**config.mk**
```make
export PLATFORM = sky130hd
export DESIGN_NAME = spnl_seq
export DESIGN_NICKNAME = d
export VERILOG_FILES = /design/src/rtl/spnl_pkg.sv /design/src/rtl/spnl_bus.sv /design/src/rtl/spnl_stat.sv /design/src/rtl/spnl_seq.sv
export SDC_FILE = /design/constraint.sdc
export NUM_CORES = 1
export LEC_CHECK = 0
export BUFFER_PORTS_ARGS = -buffer_cell sky130_fd_sc_hd__buf_2
export CORE_ASPECT_RATIO = 1.5
export CORE_UTILIZATION = 35
export CTS_CLUSTER_SIZE = 10
export DETAILED_ROUTE_END_ITERATION = 8
export PLACE_DENSITY_LB_ADDON = 0.25
export SETUP_SLACK_MARGIN = 0.4
export SYNTH_ARGS = -nofsm -noshare
export SYNTH_HDL_FRONTEND = slang
export SYNTH_HIERARCHICAL = 1
export SYNTH_SLANG_ARGS = --single-unit
```
**constraint.sdc**
```tcl
create_clock -name clk -period 2.9 [get_ports clk]
set_clock_uncertainty 0.15 [all_clocks]
set_input_delay 0.58 -clock clk [delete_from_list [all_inputs] [get_ports clk]]
set_output_delay 0.58 -clock clk [all_outputs]
set_load 0.1 [all_outputs]
```
**src/rtl/spnl_pkg.sv**
```systemverilog
package spnl_pkg;

    localparam int CMD_W      = 16;
    localparam int BYTE_W     = 8;
    localparam int A0_POS     = 8;
    localparam int OP_LSB     = 9;
    localparam int OP_W       = 3;
    localparam int RDST_W     = BYTE_W + 3;
    localparam int FLAG_LSB   = 11;
    localparam int FLAG_N     = 3;

    typedef enum logic [OP_W-1:0] {
        OP_READ  = 3'd0,
        OP_WRITE = 3'd1,
        OP_FRAME = 3'd2,
        OP_VSYNC = 3'd3,
        OP_NOP   = 3'd4,
        OP_INTR  = 3'd5,
        OP_RSV6  = 3'd6,
        OP_RSV7  = 3'd7
    } op_e;

    typedef struct packed {
        logic              rd;
        logic              a0;
        logic [BYTE_W-1:0] data;
    } bus_req_t;

    typedef enum logic [2:0] {
        PH_IDLE, PH_SETUP, PH_STROBE, PH_HOLD, PH_INHIBIT
    } phase_e;

    typedef enum logic [2:0] {
        SQ_IDLE, SQ_XFER, SQ_STALL, SQ_FRAME, SQ_FXFER, SQ_VWAIT
    } seq_e;

    function automatic op_e cmd_op(input logic [CMD_W-1:0] w);
        return op_e'(w[OP_LSB +: OP_W]);
    endfunction

    function automatic logic cmd_a0(input logic [CMD_W-1:0] w);
        return w[A0_POS];
    endfunction

    function automatic logic [BYTE_W-1:0] cmd_byte(input logic [CMD_W-1:0] w);
        return w[BYTE_W-1:0];
    endfunction

endpackage

```
**src/rtl/spnl_bus.sv**
```systemverilog
module spnl_bus
    import spnl_pkg::*;
#(
    parameter int TW = 8
) (
    input  logic              clk,
    input  logic              rst,
    input  logic              go,
    input  bus_req_t          req,
    input  logic              abort,
    input  logic [TW-1:0]     t_setup,
    input  logic [TW-1:0]     t_pulse,
    input  logic [TW-1:0]     t_ohold,
    input  logic [TW-1:0]     t_inhibit,
    output logic              done,
    output logic              rd_done,
    output logic [BYTE_W-1:0] cap_data,
    output logic              cs_n,
    output logic              a0,
    output logic              rd_n,
    output logic              wr_n,
    output logic              oe,
    output logic [BYTE_W-1:0] dout,
    input  logic [BYTE_W-1:0] din
);

    phase_e        ph, ph_nx;
    logic [TW-1:0] cnt, cnt_nx;
    bus_req_t      cur;
    logic          last;
    logic          active;

    function automatic logic [TW-1:0] ld(input logic [TW-1:0] v);
        return (v == '0) ? '0 : v - 1'b1;
    endfunction

    assign last = (cnt == '0);

    always_comb begin
        ph_nx  = ph;
        cnt_nx = last ? cnt : cnt - 1'b1;
        unique case (ph)
            PH_IDLE: begin
                cnt_nx = '0;
                if (go) begin
                    ph_nx  = PH_SETUP;
                    cnt_nx = ld(t_setup);
                end
            end
            PH_SETUP: if (last) begin
                if (abort) ph_nx = PH_IDLE;
                else begin
                    ph_nx  = PH_STROBE;
                    cnt_nx = ld(t_pulse);
                end
            end
            PH_STROBE: if (last) begin
                if (abort) ph_nx = PH_IDLE;
                else begin
                    ph_nx  = PH_HOLD;
                    cnt_nx = cur.rd ? ld(t_ohold) : ld(t_setup);
                end
            end
            PH_HOLD: if (last) begin
                if (cur.rd || abort) ph_nx = PH_IDLE;
                else begin
                    ph_nx  = PH_INHIBIT;
                    cnt_nx = ld(t_inhibit);
                end
            end
            PH_INHIBIT: if (last) ph_nx = PH_IDLE;
            default: ph_nx = PH_IDLE;
        endcase
    end

    always_ff @(posedge clk) begin
        if (rst) begin
            ph       <= PH_IDLE;
            cnt      <= '0;
            cur      <= '0;
            cap_data <= '0;
        end else begin
            ph  <= ph_nx;
            cnt <= cnt_nx;
            if (ph == PH_IDLE && go) cur <= req;
            if (ph == PH_STROBE && last && cur.rd) cap_data <= din;
        end
    end

    assign active  = (ph == PH_SETUP) || (ph == PH_STROBE) || (ph == PH_HOLD);
    assign done    = (ph != PH_IDLE) && (ph_nx == PH_IDLE);
    assign rd_done = done && cur.rd && (ph == PH_HOLD);
    assign cs_n    = !active;
    assign a0      = active && cur.a0;
    assign rd_n    = !((ph == PH_STROBE) && cur.rd);
    assign wr_n    = !((ph == PH_STROBE) && !cur.rd);
    assign oe      = active && !cur.rd;
    assign dout    = cur.data;

endmodule

```
**src/rtl/spnl_stat.sv**
```systemverilog
module spnl_stat
    import spnl_pkg::*;
(
    input  logic              clk,
    input  logic              rst,
    input  logic              set_rd,
    input  logic [BYTE_W-1:0] rd_byte,
    input  logic              rd_a0,
    input  logic              set_int,
    input  logic              set_err,
    input  logic              clr_we,
    input  logic [FLAG_N-1:0] clr_bits,
    input  logic              cont_set,
    input  logic              proceed,
    output logic [FLAG_N-1:0] flags,
    output logic [RDST_W-1:0] rdstat
);

    logic [FLAG_N-1:0] sets;
    logic [BYTE_W-1:0] r_byte;
    logic              r_a0, r_ok, r_cont;

    assign sets = {set_err, set_int, set_rd};

    always_ff @(posedge clk) begin
        if (rst) begin
            flags  <= '0;
            r_byte <= '0;
            r_a0   <= 1'b0;
            r_ok   <= 1'b0;
            r_cont <= 1'b0;
        end else begin
            flags  <= sets | (flags & ~({FLAG_N{clr_we}} & clr_bits));
            r_cont <= cont_set | (r_cont & ~proceed);
            if (set_rd) begin
                r_byte <= rd_byte;
                r_a0   <= rd_a0;
                r_ok   <= 1'b1;
            end else if (proceed) begin
                r_ok   <= 1'b0;
            end
        end
    end

    assign rdstat = {r_cont, r_ok, r_a0, r_byte};

endmodule

```
**src/rtl/spnl_seq.sv**
```systemverilog
module spnl_seq
    import spnl_pkg::*;
#(
    parameter int TW = 8
) (
    input  logic              clk,
    input  logic              rst,
    input  logic              enable,
    input  logic              cmd_valid,
    input  logic [CMD_W-1:0]  cmd_word,
    output logic              cmd_ready,
    input  logic              pix_valid,
    input  logic [BYTE_W-1:0] pix_data,
    input  logic              pix_last,
    output logic              pix_ready,
    input  logic              vsync,
    input  logic              wait_abort,
    input  logic              cont_set,
    input  logic              sts_clr_we,
    input  logic [15:0]       sts_clr,
    input  logic [TW-1:0]     t_setup,
    input  logic [TW-1:0]     t_pulse,
    input  logic [TW-1:0]     t_ohold,
    input  logic [TW-1:0]     t_inhibit,
    output logic [15:0]       status,
    output logic [RDST_W-1:0] rdstat,
    output logic              irq,
    output logic              pnl_cs_n,
    output logic              pnl_a0,
    output logic              pnl_rd_n,
    output logic              pnl_wr_n,
    output logic              pnl_oe,
    output logic [BYTE_W-1:0] pnl_dout,
    input  logic [BYTE_W-1:0] pnl_din
);

    seq_e              sq, sq_nx;
    logic              last_pix, last_pix_nx;
    logic              acc, go, done, rd_done;
    logic              set_int, set_err, proceed;
    bus_req_t          req;
    op_e               op;
    logic [BYTE_W-1:0] cap_data;
    logic [FLAG_N-1:0] flags;
    logic [3:0]        spare_unused;
    logic [12:0]       clr_unused;

    assign spare_unused = cmd_word[CMD_W-1:OP_LSB+OP_W];
    assign clr_unused   = {sts_clr[15:FLAG_LSB+FLAG_N], sts_clr[FLAG_LSB-1:0]};

    assign op        = cmd_op(cmd_word);
    assign cmd_ready = enable && (sq == SQ_IDLE);
    assign pix_ready = enable && (sq == SQ_FRAME);
    assign acc       = cmd_valid && cmd_ready;

    always_comb begin
        sq_nx       = sq;
        last_pix_nx = last_pix;
        go          = 1'b0;
        req         = '0;
        set_int     = 1'b0;
        set_err     = 1'b0;
        proceed     = 1'b0;
        unique case (sq)
            SQ_IDLE: if (acc) begin
                unique case (op)
                    OP_READ, OP_WRITE: begin
                        go    = 1'b1;
                        req   = '{rd: (op == OP_READ), a0: cmd_a0(cmd_word),
                                  data: cmd_byte(cmd_word)};
                        sq_nx = SQ_XFER;
                    end
                    OP_FRAME: sq_nx = SQ_FRAME;
                    OP_VSYNC: sq_nx = SQ_VWAIT;
                    OP_NOP:   ;
                    OP_INTR:  set_int = 1'b1;
                    default:  set_err = 1'b1;
                endcase
            end
            SQ_XFER: if (done) sq_nx = rd_done ? SQ_STALL : SQ_IDLE;
            SQ_STALL: begin
                if (!enable) sq_nx = SQ_IDLE;
                else if (rdstat[RDST_W-1]) begin
                    proceed = 1'b1;
                    sq_nx   = SQ_IDLE;
                end
            end
            SQ_FRAME: begin
                if (!enable) sq_nx = SQ_IDLE;
                else if (pix_valid) begin
                    go          = 1'b1;
                    req         = '{rd: 1'b0, a0: 1'b1, data: pix_data};
                    last_pix_nx = pix_last;
                    sq_nx       = SQ_FXFER;
                end
            end
            SQ_FXFER: if (done) sq_nx = (last_pix || !enable) ? SQ_IDLE : SQ_FRAME;
            SQ_VWAIT: if (!enable || vsync || wait_abort) sq_nx = SQ_IDLE;
            default: sq_nx = SQ_IDLE;
        endcase
    end

    always_ff @(posedge clk) begin
        if (rst) begin
            sq       <= SQ_IDLE;
            last_pix <= 1'b0;
        end else begin
            sq       <= sq_nx;
            last_pix <= last_pix_nx;
        end
    end

    spnl_bus #(.TW(TW)) u_bus (
        .clk       (clk),
        .rst       (rst),
        .go        (go),
        .req       (req),
        .abort     (!enable),
        .t_setup   (t_setup),
        .t_pulse   (t_pulse),
        .t_ohold   (t_ohold),
        .t_inhibit (t_inhibit),
        .done      (done),
        .rd_done   (rd_done),
        .cap_data  (cap_data),
        .cs_n      (pnl_cs_n),
        .a0        (pnl_a0),
        .rd_n      (pnl_rd_n),
        .wr_n      (pnl_wr_n),
        .oe        (pnl_oe),
        .dout      (pnl_dout),
        .din       (pnl_din)
    );

    spnl_stat u_stat (
        .clk      (clk),
        .rst      (rst),
        .set_rd   (rd_done),
        .rd_byte  (cap_data),
        .rd_a0    (pnl_a0),
        .set_int  (set_int),
        .set_err  (set_err),
        .clr_we   (sts_clr_we),
        .clr_bits (sts_clr[FLAG_LSB +: FLAG_N]),
        .cont_set (cont_set),
        .proceed  (proceed),
        .flags    (flags),
        .rdstat   (rdstat)
    );

    always_comb begin
        status = '0;
        status[FLAG_LSB +: FLAG_N] = flags;
    end

    assign irq = flags[1];

endmodule

```
==> impl_metrics.csv <==
group,metric,value,unit
route,detail-route-antenna-nets,0,
sta,hold_ws,302,ps
critical_path,rrSetupSlack,410,ps
status,status,"finished, violations left",
floorplan,design.core.area,9800,um2
cts,clkTransAtPathRegs,70,ps
logic_synthesis,yosysUniqueCellTypes,72,
logic_synthesis,async_flop_share,0,
critical_path,endpoint_kind,"flop",
place,io_buffers,102,
grt,grt_usage,0.204,
status,failed_checks,"design-rule violations",
power,totalPowerFinal,2.03,mW
place,place_congestion,0.888,
sta,rsz0062_at_grt,"true",
grt,overflow,0,
logic_synthesis,synth_top_flop_cell,"dfxtp_1",
cts,numCtsBuffers,5,
power,p_leak,1.85,nW
logic_synthesis,yosysWarningCount,6,
logic_synthesis,synth.avg_cell_area,7.82,um2
logic_synthesis,synth_edf_count,0,
sta,tns,0,ps
cts,htreeDepth,2,
route,wl_per_cell,15.9,um
critical_path,crit_required,2930,ps
critical_path,startpoint_type,"flop",
logic_synthesis,yosysSeqAreaShare,0.263,
route,routed_wl,10700,um
finish,nets,659,
place,dp_hpwl,8240,um
sta,hold_viol,0,
critical_path,reg2regPathDepth,8,
cts,insertion_delay,290,ps
sta,final.period_utilization,0.858,
route,drt_iter0_drc,230,
route,viasPerCell,5.61,
logic_synthesis,ys_seq_elements,47,
sta,setup_ws,412,ps
grt,antenna_found_initial,0,
cts,root_buffer,"clkbuf_16",
finish,antenna_cells,0,
sta,slew_viol_final,0,
route,drtPass1Iterations,6,
floorplan,rows,44,
logic_synthesis,syn-instance-count,457,
critical_path,crit_family,"simple AND/OR/NAND/NOR gates",
cts,cts_max_path_buffers,2,
grt,grt_start_max_net_pins,25,
route,vias,3786,
floorplan,boundaryPins,133,
sta,timing.fmax,402,MHz
critical_path,reg2reg_to,"u_bus/cnt[2]$_SDFF_PP0_",
sta,setup_viol,0,
critical_path,cp_cell_sequence,"nor3_4 -> nand3_4 -> nor3_4 -> or2_1 -> or4b_4 -> o31ai_1 -> a221oi_1 -> a221oi_1",
floorplan,initial_core_util,0.365,
critical_path,crit_arrival,2510,ps
place,dp_cells,662,
hold_path,holdPathStages,2,
flow_run,maxCapViolCount,0,
hold_path,min_to,"u_bus/dout[1]$_SDFFE_PP0P_",
cts,cts_tree,"done",
critical_path,r2r_start,"sq[2]$_SDFFE_PP0P_",
hold_path,hold_path_class,"reg2reg",
cts,clock-sinks,47,
finish,drive_above_1_share,0.330,
critical_path,crit_path_top_delay_cell,"or4b_4",
floorplan,dieArea,10600,um2
critical_path,crit_type,"reg2reg",
grt,grt_pass1_vias,3686,
critical_path,crit_fanout,7,
power,irDropWorstVdd,0.368,mV
place,pre_cts_slack,128,ps
sta,min_period,2490,ps
power,pwr_density_cell,452,nW/um2
route,drcViolationCount,5,
finish,stdcell_count,675,
hold_path,min-delay-start,"u_bus/dout[1]$_SDFFE_PP0P_",
logic_synthesis,netlist_area,3570,um2
floorplan,die_width,84.5,um
critical_path,critPathMaxStageDelay,530,ps
grt,grt_pass1_wl,17300,um
critical_path,cp_num_buf_inv,0,
floorplan,die_h,126,um
finish,syn2layout_area_growth,25.7,%
[cell families after synthesis]
kind of cell	Yosys count	share of synthesized area
compound gates	114	0.217
xor+xnor	20	0.0490
simple gates	179	0.283
buf+inv	72	0.112
other cells	1	0.00105
mux	14	0.0399
fa+ha+maj	10	0.0350
flops	47	0.263
[tightest hold or removal path: stages, from the launching register on]
cell and delay, ps:
dfxtp_1 310, nand2_1 50, a21oi_1 50
[cells in the mapped netlist, types with 4 or more instances]
cell / number / area share
xor2_1: 9 / 0.022
or4_1: 7 / 0.015
and2_1: 4 / 0.0070
xnor2_1: 11 / 0.027
mux2i_1: 12 / 0.034
or3b_2: 4 / 0.0098
ha_1: 10 / 0.035
o31ai_1: 9 / 0.019
buf_6: 4 / 0.013
or4b_2: 4 / 0.011
a22o_1: 9 / 0.022
nor2_1: 31 / 0.033
buf_4: 25 / 0.053
and3_1: 5 / 0.0088
nand3b_1: 4 / 0.0084
a21oi_1: 35 / 0.049
nand3_1: 15 / 0.021
nor3b_1: 6 / 0.013
o21ai_0: 18 / 0.025
nor4_1: 6 / 0.011
or3_1: 7 / 0.012
nor3_1: 18 / 0.025
nand2_1: 43 / 0.045
a31oi_1: 6 / 0.011
dfxtp_1: 47 / 0.26
buf_2: 4 / 0.0056
clkbuf_1: 14 / 0.015
inv_1: 24 / 0.025
[flip-flops by register name, indices dropped and copies added (netlist names)]
signal          flops
last_pix            1
sq                  3
u_bus/cap_data      8
u_bus/cnt           8
u_bus/cur           2
u_bus/dout          8
u_bus/ph            3
u_stat/flags        3
u_stat/r_a0         1
u_stat/r_byte       8
u_stat/r_cont       1
u_stat/r_ok         1
[cell type report]
type,instances,area (um2)
Inverter,24,98.8
Sequential cell,47,948
Clock buffer,5,125
Clock inverter,3,46.3
Timing Repair Buffer,131,744
Tap cell,115,144
Multi-Input combinational cell,350,2380
Fill cell,993,5310
[per-stage QoR]
| step | util | instance area (um2) |
|---|---|---|
| 2_1_floorplan | - | 3720 |
| 3_3_place_gp | 0.430 | 4210 |
| 3_5_place_dp | 0.430 | 4210 |
| 4_1_cts | 0.449 | 4400 |
| 5_1_grt | 0.458 | 4490 |
| 6_report | 0.458 | 4490 |
[report_power, final]
group / total [mW] / switching (mW) / internal (mW)
Sequential: 0.686 / 0.0237 / 0.662
Combinational: 0.672 / 0.431 / 0.241
Clock: 0.671 / 0.262 / 0.410
[worst max-delay path by stage]
stage,startpoint,to,slack [ps],cells after the start
after CTS,sq[1]$_SDFFE_PP0P_,u_bus/cnt[4]$_SDFF_PP0_,340,9
final,sq[2]$_SDFFE_PP0P_,u_bus/cnt[2]$_SDFF_PP0_,410,8
after detailed placement,t_pulse[0],u_bus/cnt[6]$_SDFF_PP0_,130,8
after global routing,sq[2]$_SDFFE_PP0P_,u_bus/cnt[2]$_SDFF_PP0_,320,8
after floorplan,enable,u_bus/cnt[0]$_SDFF_PP0_,20,9
after global placement,t_pulse[0],u_bus/cnt[6]$_SDFF_PP0_,170,8
[repair_timing]
item	in CTS	in global routing
gates resized for setup	5	19
cloned	0	0
hold buffers	0	0
buffers inserted	1	4
pin swaps	1	6
setup endpoints to repair	10	15
[routing by layer]
layer	part of all wire	vias up	track usage
li1	-	1831	-
met1	0.37	1785	0.212
met2	0.52	126	0.371
met3	0.043	44	0.0308
met4	0.060	0	0.141
met5	0	-	0
[placed cells by master, fill, tap and decap left out, drive strengths merged, types with 9 or more instances in the layout]
| cell | instances |
|---|---|
| nor2 | 32 |
| or4 | 9 |
| nand3 | 16 |
| dfxtp | 47 |
| xnor2 | 11 |
| ha | 10 |
| a21oi | 35 |
| nand2 | 43 |
| o31ai | 9 |
| o21ai | 18 |
| conb | 13 |
| a22o | 9 |
| mux2i | 12 |
| nor3 | 21 |
| buf | 131 |
| inv | 24 |
| xor2 | 9 |
No activity file was read; power rests on OpenSTA's default activity.
